File: config.mk
export PLATFORM = sky130hd
export DESIGN_NAME = trig_seq_unit
export DESIGN_NICKNAME = d
export VERILOG_FILES = /design/src/rtl/trig_pkg.sv /design/src/rtl/trig_cmp.sv /design/src/rtl/trig_cfg.sv /design/src/rtl/trig_seqr.sv /design/src/rtl/trig_seq_unit.sv
export SDC_FILE = /design/constraint.sdc
export NUM_CORES = 1
export LEC_CHECK = 0
export BUFFER_PORTS_ARGS = -buffer_cell sky130_fd_sc_hd__clkbuf_2
export CORE_MARGIN = 2
export CORE_UTILIZATION = 57
export CTS_CLUSTER_DIAMETER = 30
export DETAILED_ROUTE_END_ITERATION = 8
export PLACE_DENSITY_LB_ADDON = 0.2
export SYNTH_ARGS = -nofsm -noshare
export SYNTH_HDL_FRONTEND = slang
export SYNTH_HIERARCHICAL = 1
export SYNTH_SLANG_ARGS = --single-unit
File: constraint.sdc
create_clock -name clk_i -period 5.3 [get_ports clk_i]
set_clock_uncertainty 0.1 [all_clocks]
set_input_delay 0 -clock clk_i [delete_from_list [all_inputs] [get_ports clk_i]]
set_output_delay 0 -clock clk_i [all_outputs]
set_load 0.05 [all_outputs]
File: src/rtl/trig_pkg.sv
package trig_pkg;
  localparam int unsigned BUS_W = 32;
  localparam int unsigned N_CMP = 4;
  localparam int unsigned N_STG = 4;
endpackage

File: src/rtl/trig_cmp.sv
module trig_cmp #(
  parameter int unsigned BUS_W = trig_pkg::BUS_W
) (
  input  logic [BUS_W-1:0] sample_i,
  input  logic [BUS_W-1:0] value_i,
  input  logic [BUS_W-1:0] mask_i,
  output logic             hit_o
);
  // cared bits must agree
  assign hit_o = ~|((sample_i ^ value_i) & mask_i);
endmodule

File: src/rtl/trig_cfg.sv
module trig_cfg #(
  parameter int unsigned BUS_W  = trig_pkg::BUS_W,
  parameter int unsigned N_CMP  = trig_pkg::N_CMP,
  parameter int unsigned N_STG  = trig_pkg::N_STG,
  parameter int unsigned ADDR_W = $clog2(2*N_CMP+2),
  parameter int unsigned STG_W  = $clog2(N_STG)
) (
  input  logic                              clk_i,
  input  logic                              rst_ni,
  input  logic                              we_i,
  input  logic [ADDR_W-1:0]                 addr_i,
  input  logic [BUS_W-1:0]                  data_i,
  input  logic                              armed_i,
  output logic [N_CMP-1:0][BUS_W-1:0]       val_o,
  output logic [N_CMP-1:0][BUS_W-1:0]       msk_o,
  output logic [N_STG-1:0][N_CMP-1:0]       sel_o,
  output logic [STG_W-1:0]                  last_o,
  output logic                              arm_o
);
  localparam int unsigned PROG_A = 2*N_CMP;
  localparam int unsigned ARM_A  = 2*N_CMP+1;
  localparam int unsigned PROG_W = N_STG*N_CMP + STG_W;

  logic [N_CMP-1:0][BUS_W-1:0] val_q, msk_q;
  logic [PROG_W-1:0]           prog_q;
  logic                        wr_ok;

  assign wr_ok = we_i && !armed_i;
  assign arm_o = wr_ok && (addr_i == ADDR_W'(ARM_A));

  always_ff @(posedge clk_i or negedge rst_ni) begin
    if (!rst_ni) begin
      val_q  <= '0;
      msk_q  <= '0;
      prog_q <= '0;
    end else if (wr_ok) begin
      for (int k = 0; k < int'(N_CMP); k++) begin
        if (addr_i == ADDR_W'(k))         val_q[k] <= data_i;
        if (addr_i == ADDR_W'(N_CMP + k)) msk_q[k] <= data_i;
      end
      if (addr_i == ADDR_W'(PROG_A)) prog_q <= data_i[PROG_W-1:0];
    end
  end

  assign val_o = val_q;
  assign msk_o = msk_q;

  generate
    for (genvar i = 0; i < N_STG; i++) begin : g_sel
      assign sel_o[i] = prog_q[i*N_CMP +: N_CMP];
    end
  endgenerate
  assign last_o = prog_q[N_STG*N_CMP +: STG_W];


  cfg_frozen_chk: assert property (@(posedge clk_i) disable iff (!rst_ni)
    armed_i |=> ($stable(val_q) && $stable(msk_q) && $stable(prog_q)));
endmodule

File: src/rtl/trig_seqr.sv
module trig_seqr #(
  parameter int unsigned N_CMP = trig_pkg::N_CMP,
  parameter int unsigned N_STG = trig_pkg::N_STG,
  parameter int unsigned STG_W = $clog2(N_STG)
) (
  input  logic                        clk_i,
  input  logic                        rst_ni,
  input  logic                        arm_i,
  input  logic                        vld_i,
  input  logic [N_CMP-1:0]            evt_i,
  input  logic [N_STG-1:0][N_CMP-1:0] sel_i,
  input  logic [STG_W-1:0]            last_i,
  output logic                        armed_o,
  output logic                        trig_o
);
  logic             armed_q, trig_q;
  logic [STG_W-1:0] stg_q;
  logic             hit;

  assign hit = |(evt_i & sel_i[stg_q]);

  always_ff @(posedge clk_i or negedge rst_ni) begin
    if (!rst_ni) begin
      armed_q <= 1'b0;
      trig_q  <= 1'b0;
      stg_q   <= '0;
    end else begin
      trig_q <= 1'b0;
      if (arm_i) begin
        armed_q <= 1'b1;
        stg_q   <= '0;
      end else if (armed_q && vld_i && hit) begin
        if (stg_q == last_i) begin
          armed_q <= 1'b0;
          trig_q  <= 1'b1;
          stg_q   <= '0;
        end else begin
          stg_q <= stg_q + STG_W'(1);
        end
      end
    end
  end

  assign armed_o = armed_q;
  assign trig_o  = trig_q;


  trig_pulse_chk: assert property (@(posedge clk_i) disable iff (!rst_ni)
    trig_q |=> !trig_q);

  trig_disarm_chk: assert property (@(posedge clk_i) disable iff (!rst_ni)
    trig_q |-> !armed_q);

  idle_quiet_chk: assert property (@(posedge clk_i) disable iff (!rst_ni)
    !armed_q |=> !trig_q);

  no_vld_hold_chk: assert property (@(posedge clk_i) disable iff (!rst_ni)
    (armed_q && !vld_i) |=> $stable(stg_q));

  no_evt_hold_chk: assert property (@(posedge clk_i) disable iff (!rst_ni)
    (armed_q && vld_i && (evt_i == '0)) |=> ($stable(stg_q) && armed_q));

  stage_range_chk: assert property (@(posedge clk_i) disable iff (!rst_ni)
    armed_q |-> (stg_q <= last_i));

  one_step_chk: assert property (@(posedge clk_i) disable iff (!rst_ni)
    armed_q |=> (!armed_q || stg_q == $past(stg_q) || stg_q == $past(stg_q) + STG_W'(1)));
endmodule

File: src/rtl/trig_seq_unit.sv
module trig_seq_unit #(
  parameter int unsigned BUS_W  = trig_pkg::BUS_W,
  parameter int unsigned N_CMP  = trig_pkg::N_CMP,
  parameter int unsigned N_STG  = trig_pkg::N_STG,
  parameter int unsigned ADDR_W = $clog2(2*N_CMP+2)
) (
  input  logic              clk_i,
  input  logic              rst_ni,
  input  logic [BUS_W-1:0]  sample_i,
  input  logic              sample_vld_i,
  input  logic              cfg_we_i,
  input  logic [ADDR_W-1:0] cfg_addr_i,
  input  logic [BUS_W-1:0]  cfg_data_i,
  output logic              trig_o,
  output logic              armed_o
);
  localparam int unsigned STG_W = $clog2(N_STG);

  logic [N_CMP-1:0][BUS_W-1:0] val, msk;
  logic [N_STG-1:0][N_CMP-1:0] sel;
  logic [STG_W-1:0]            last;
  logic [N_CMP-1:0]            evt;
  logic                        arm, armed;

  trig_cfg #(.BUS_W(BUS_W), .N_CMP(N_CMP), .N_STG(N_STG), .ADDR_W(ADDR_W), .STG_W(STG_W)) u_cfg (
    .clk_i(clk_i), .rst_ni(rst_ni), .we_i(cfg_we_i), .addr_i(cfg_addr_i),
    .data_i(cfg_data_i), .armed_i(armed), .val_o(val), .msk_o(msk),
    .sel_o(sel), .last_o(last), .arm_o(arm)
  );

  generate
    for (genvar k = 0; k < N_CMP; k++) begin : g_cmp
      trig_cmp #(.BUS_W(BUS_W)) u_cmp (
        .sample_i(sample_i), .value_i(val[k]), .mask_i(msk[k]), .hit_o(evt[k])
      );
    end
  endgenerate

  trig_seqr #(.N_CMP(N_CMP), .N_STG(N_STG), .STG_W(STG_W)) u_seqr (
    .clk_i(clk_i), .rst_ni(rst_ni), .arm_i(arm), .vld_i(sample_vld_i),
    .evt_i(evt), .sel_i(sel), .last_i(last), .armed_o(armed), .trig_o(trig_o)
  );

  assign armed_o = armed;


  arm_rise_chk: assert property (@(posedge clk_i) disable iff (!rst_ni)
    (cfg_we_i && cfg_addr_i == ADDR_W'(2*N_CMP+1) && !armed_o) |=> armed_o);
endmodule

==> results.cfg, run 1 <==
[status]
outcome = finished, final reports clean

[finish]
final_cells = 1311
final_util_pct = 71.3
fillers = 1422
area.sequential_mm2 = 0.00696
insertedDiodeCount = 0
drive_gt1_share_pct = 45.2
finalNetCount = 1057
multi_input_area_mm2 = 0.00534
syn2layout_area_growth_pct = 23.5

[detailed_routing]
detailroute.via_count = 7499
drtIter0Drc = 328
wl_per_cell_um = 21.7
drc_errors = 0
wirelength_mm = 28.5
dr.pass1.iters = 5
postRouteAntennaNets = 0
vias_per_cell = 5.72

[power]
ir_worst_vdd_v = 0.000395
p_leak_nw = 7.55
cellPowerDensity_mw_per_mm2 = 579

[global_route]
overflow = 0
grt_pass1_wl_mm = 46.4
antenna_found_initial = 0
grt_max_degree = 81
grt_pass1_vias = 8522
grtUsageTotal_pct = 25.2

[synthesis]
synth_area_leader_cell = dfrtp_1
synth.avg_cell_area_um2 = 15.0
synth_area_leaders = dfrtp_1 (55%), mux2_2 (21%), xor2_1 (8.9%)
yosysSeqAreaShare_pct = 55.4
synth_edf_count = 0
synth_fp_nets = 908
synth_top_area_share_pct = 55.4
ys.flop_type = dfrtp_1
ys_seq_elements = 278
synth_area_mm2 = 0.0126
synth_commonest_cells = dfrtp_1 (278), mux2_2 (239), xor2_1 (128), a22oi_1 (64), mux2_4 (32)
synthArstFlopShare_pct = 100
synth_cell_type_count = 35
yosys_warnings = 6
yosysMostFrequentCell = dfrtp_1
synthCells = 836

[floorplanning]
num_rows = 54
pin_count = 74
die_w_um = 152
core_mm2 = 0.0218
start_util_pct = 57.8
die_area_mm2 = 0.0233
die_y_um = 152

[clock_tree]
clock-root-buffer = clkbuf_16
post-cts-setup-buffers = 0
htree_levels = 2
ctsResizeCount = 0
cts.sinks = 278
clkLatencyLatePin_ns = 0.56
cts_tree = done
numCtsBuffers = 56
ctsLongestPathBuffers = 3
clk_pin_slew_ns = 0.05

[place]
dp_cells = 1168
dp_hpwl_mm = 17.8
numPortBuffers = 73
place_congestion = 0.852

[timing]
hold_viol_final = 0
min_period_ns = 2.84
grt_setup_unrepaired = false
tns_ns = 0
fmax_mhz = 352
maxSlewHeadroom_pct = 34.9
setup_viol_count_final = 0
slew_violations = 0
worstMarginPinSlew_ns = 0.976
fin_crit_sh_pct = 53.5

[worst_setup_path]
crit_type = register to register
crit_required_ns = 5.62
worst_setup_path_end_kind = register
cp.arrival_ns = 3.16
start_kind = register
crit_fanout = 3

[run]
maxCapViolCount = 0

[min_path]
min_path_type = primary input to register
sequential cells by signal (all words and copies together) (netlist names):
signal and flops:
u_cfg/prog_q 18, u_cfg/msk_o 128, u_seqr/trig_o 1, u_cfg/val_o 128
u_seqr/armed_o 1, u_seqr/stg_q 2
repair_timing:
action | 4_1_cts | 5_1_grt
endpoints found under the setup margin | 0 | 0
hold buffers | 39 | 0
endpoints found under the hold margin | 358 | 0
through the flow:
stage	area [um^2]	hold WS (ns)	worst slack (ns)	power, W
2_1_floorplan	12600	-0.396	3.25	0.00469
3_3_place_gp	13100	-0.0898	2.93	0.00516
3_5_place_dp	13100	-0.0755	2.89	0.00529
4_1_cts	15500	0.00193	2.48	0.00904
5_1_grt	15500	0.0329	2.40	0.00941
6_report	15500	0.0275	2.46	0.00899
worst paths after layout:
kind	startpoint	end	slack, ns	cells past startpoint
min in group asynchronous	rst_ni	u_cfg/msk_o[47]	0.51	4
max reg2reg	u_cfg/val_o[30]	u_seqr/armed_o	2.46	8
max in group asynchronous	rst_ni	u_cfg/val_o[88]	3.75	4
min	cfg_we_i	u_seqr/trig_o	0.03	5
min reg2reg	u_cfg/prog_q[11]	u_cfg/prog_q[11]	0.40	1
max	u_cfg/val_o[30]	u_seqr/armed_o	2.46	8
metal layers:
metal / share of wire [%] / global-route usage, %
met1: 44 / 33.0
met2: 50 / 43.2
met3: 3.4 / 4.01
met4: 2.5 / 8.42
met5: 0 / 0
layout by cell type (no fill, tap or decap), types with 2 or more instances in the layout:
| cell type | n |
|---|---|
| dfrtp_1 | 278 |
| mux2_2 | 239 |
| xor2_1 | 128 |
| clkbuf_2 | 72 |
| a22oi_1 | 64 |
| clkbuf_16 | 57 |
| dlygate4sd3_1 | 38 |
| mux2_4 | 32 |
| nand4_1 | 16 |
| clkinvlp_4 | 13 |
| clkbuf_8 | 10 |
| bufinv_16 | 9 |
| buf_4 | 9 |
| clkinv_2 | 8 |
| nand2_1 | 8 |
| mux2_1 | 5 |
| clkbuf_1 | 4 |
| nor4_2 | 4 |
| nor2b_1 | 4 |
| xnor2_1 | 3 |
| inv_6 | 2 |
| nor2_1 | 2 |
| mux4_1 | 2 |
| mux4_2 | 2 |
| nand3_1 | 2 |
| nor3_1 | 2 |
cells by family (layout without fill, tap and decap cells):
| kind of cell | after synthesis | in the layout | share of synthesized area, % |
|---|---|---|---|
| multiplexers | 280 | 280 | 26.5 |
| flip-flops | 278 | 278 | 55.4 |
| XOR/XNOR | 131 | 131 | 9.13 |
| AO/OA/AOI/OAI | 68 | 68 | 4.27 |
| AND/OR/NAND/NOR | 48 | 48 | 2.63 |
| buffers and inverters | 31 | 226 | 2.16 |
power by group:
part	total (W)	switching, W	leakage, nW	internal (W)
Combinational	0.00188	0.000816	2.98	0.00107
Clock	0.00366	0.00113	0.953	0.00253
Sequential	0.00345	0.000516	3.62	0.00293
Total	0.00899	0.00247	7.55	0.00652
final cells by class:
type,count,area share (%)
multi-input combinational,527,34.4
clock buffer,71,10.2
tap,280,2.26
sequential,278,44.8
inverter,1,0.0242
clock inverter,33,2.80
timing repair buffer,121,5.48
worst max-delay path, stage by stage, from the launching register on:
cell,delay [ns]
dfrtp_1,0.39
xor2_1,0.17
a22oi_1,0.27
nand4_1,0.24
nor4_2,0.48
a22oi_4,0.11
a31oi_1,0.29
o21bai_1,0.09
dlygate4sd3_1,0.56
Power figures use the tool's default switching activity.
==> inputs of run 2 (changes only) <==
--- a/config.mk
+++ b/config.mk
@@ -7,7 +7,7 @@
 export LEC_CHECK = 0
 export BUFFER_PORTS_ARGS = -buffer_cell sky130_fd_sc_hd__clkbuf_2
 export CORE_MARGIN = 2
-export CORE_UTILIZATION = 57
+export CORE_UTILIZATION = 55
 export CTS_CLUSTER_DIAMETER = 30
 export DETAILED_ROUTE_END_ITERATION = 8
 export PLACE_DENSITY_LB_ADDON = 0.2
==> constraint.sdc (replaced) <==
create_clock -name clk_i -period 2.4 [get_ports clk_i]
set_clock_uncertainty 0.1 [all_clocks]
set_input_delay 0 -clock clk_i [delete_from_list [all_inputs] [get_ports clk_i]]
set_output_delay 0 -clock clk_i [all_outputs]
set_load 0.05 [all_outputs]
==> run 2 against run 1 <==
Register-to-register slack got worse by 2.4 ns. Critical path depth shrank 1. Sequential share of layout area fell by 0.78 points. Combinational power increased by 130%. Wire length grew 2.6%. First-iteration DRC count down 13%. Fmax increased by 21%. Die area is 3.5% higher. Power grew 120%. Global-route usage increased by 0.19 points. Final cell count is 1.8% higher. Cell area grew 1.8%. Critical endpoint is now u_seqr/stg_q[1]. Largest power group unchanged.
==> results.cfg, run 2 (synthesis results as in run 1) <==
[place]
dp_hpwl_mm = 18.8
numPortBuffers = 73
place_congestion = 0.837
dp_cells = 1185

[timing]
worstMarginPinSlew_ns = 0.619
maxSlewHeadroom_pct = 58.7
grt_setup_unrepaired = true
hold_ws_ns = 0.0559
min_period_ns = 2.34
hold_viol_final = 0
slew_violations = 0
fin_crit_sh_pct = 97.4
setup_viol_count_final = 0
fmax_mhz = 428

[detailed_routing]
routed.top_layer = met4
detailroute.via_count = 7531
met2_length_mm = 14.3
drtIter0Drc = 287
wirelength_mm = 29.2
drt-met1-wl_mm = 12.9
dr.pass1.iters = 4
vias_per_cell = 5.65
wl_per_cell_um = 21.9
postRouteAntennaNets = 0
drc_errors = 0
dr_wl_met3_mm = 1.34

[clock_tree]
ctsLongestPathBuffers = 3
clk_pin_slew_ns = 0.05
htree_levels = 2
numCtsBuffers = 58
cts.sinks = 278
clkLatencyLatePin_ns = 0.55
cts_tree = done
clock-root-buffer = clkbuf_16
post-cts-setup-buffers = 0

[power]
p_leak_nw = 7.71
clkPwrFrac_pct = 40.4
seqPwrFrac_pct = 37.9
cellPowerDensity_mw_per_mm2 = 1270
p_int_w = 0.0144
ir_worst_vdd_v = 0.00121
comb_power_share_pct = 21.7
swShare_pct = 28.4
switchingPower_w = 0.00572

[global_route]
antenna_found_initial = 1
overflow = 0
grtUsageTotal_pct = 25.4
grt_max_degree = 81
grt_pass1_wl_mm = 47.2
grt_pass1_vias = 8555

[run]
maxCapViolCount = 0

[finish]
syn2layout_area_growth_pct = 25.6
fillers = 1489
mostFrequentLayoutCells = dfrtp_1 (278), mux2_2 (239), xor2_1 (128), clkbuf_2 (72), clkbuf_16 (61)
finalNetCount = 1070
final_util_pct = 70.2
final_common_cell = dfrtp_1
drive_gt1_share_pct = 47.0
final_cells = 1334

[floorplanning]
num_rows = 55
core_mm2 = 0.0225
die_area_mm2 = 0.0241
die_w_um = 155
start_util_pct = 55.9
die_y_um = 155
pin_count = 74

[worst_setup_path]
crit_required_ns = 2.74
crit_type = register to register
r2r-start = u_cfg/val_o[119]
start_kind = register
crit_fanout = 3
startpoint = u_cfg/val_o[119]
cp.arrival_ns = 2.67
worst_setup_path_end_kind = register

[min_path]
min_path_type = primary input to register
hold_start = cfg_addr_i[3]

[status]
outcome = finished, final reports clean
[run 2: layout make-up]
class                      instances  area (um^2)  area share [%]
tap                              285          357            2.26
antenna                            1         2.50          0.0158
clock buffer                      69         1630            10.3
timing repair buffer             132         1010            6.42
inverter                           1         3.75          0.0238
clock inverter                    41          428            2.71
sequential                       278         6960            44.1
multi-input combinational        527         5400            34.2
[run 2: path summary, 6_finish.rpt]
check	to	slack [ns]	cells after the start
worst max register to register	u_seqr/stg_q[1]	0.06	7
max in group asynchronous	u_cfg/msk_o[30]	0.88	4
worst min-delay path	u_seqr/armed_o	0.06	5
worst min register to register	u_cfg/prog_q[7]	0.40	1
min in group asynchronous	u_cfg/msk_o[111]	0.47	3
worst max-delay path	u_seqr/stg_q[1]	0.06	7
[run 2: what timing repair did]
action	4_1_cts	5_1_grt
pin swaps	4	3
setup endpoints to repair	2	2
gates resized for setup	1	9
hold endpoints to repair	556	0
hold buffers	38	0
[run 2: worst max-delay path, cell delays in order, from the launching register on]
cell and delay, ns:
dfrtp_1 0.38, xor2_1 0.16, a22oi_1 0.32, nand4_1 0.21, nor4_2 0.33, nand2_1 0.17
a31oi_4 0.23, mux2_4 0.31
[run 2: layer usage]
layer / GRT usage, % / vias up
met5: 0 / -
met4: 9.17 / 0
met3: 4.90 / 49
met2: 41.5 / 161
met1: 34.0 / 3929
li1: - / 3392
[run 2: metrics by stage]
stage	setup TNS (ns)	worst slack [ns]	total power, W	instance area (um^2)
global placement	0	0.0101	0.0115	13300
detailed placement	-0.0968	-0.0486	0.0118	13300
finish	0	0.0628	0.0201	15800
CTS	0	0.00804	0.0202	15700
global route	-0.0574	-0.0308	0.0211	15800
floorplan	0	0.354	0.0104	12600
[run 2: power by group through the flow]
stage               registers (W)  logic, W  clock network, W
finish                    0.00763   0.00437           0.00812
CTS                       0.00761   0.00430           0.00826
global placement          0.00749   0.00396                 0
global route              0.00784   0.00472           0.00851
detailed placement        0.00765   0.00416                 0
floorplan                 0.00731   0.00305                 0
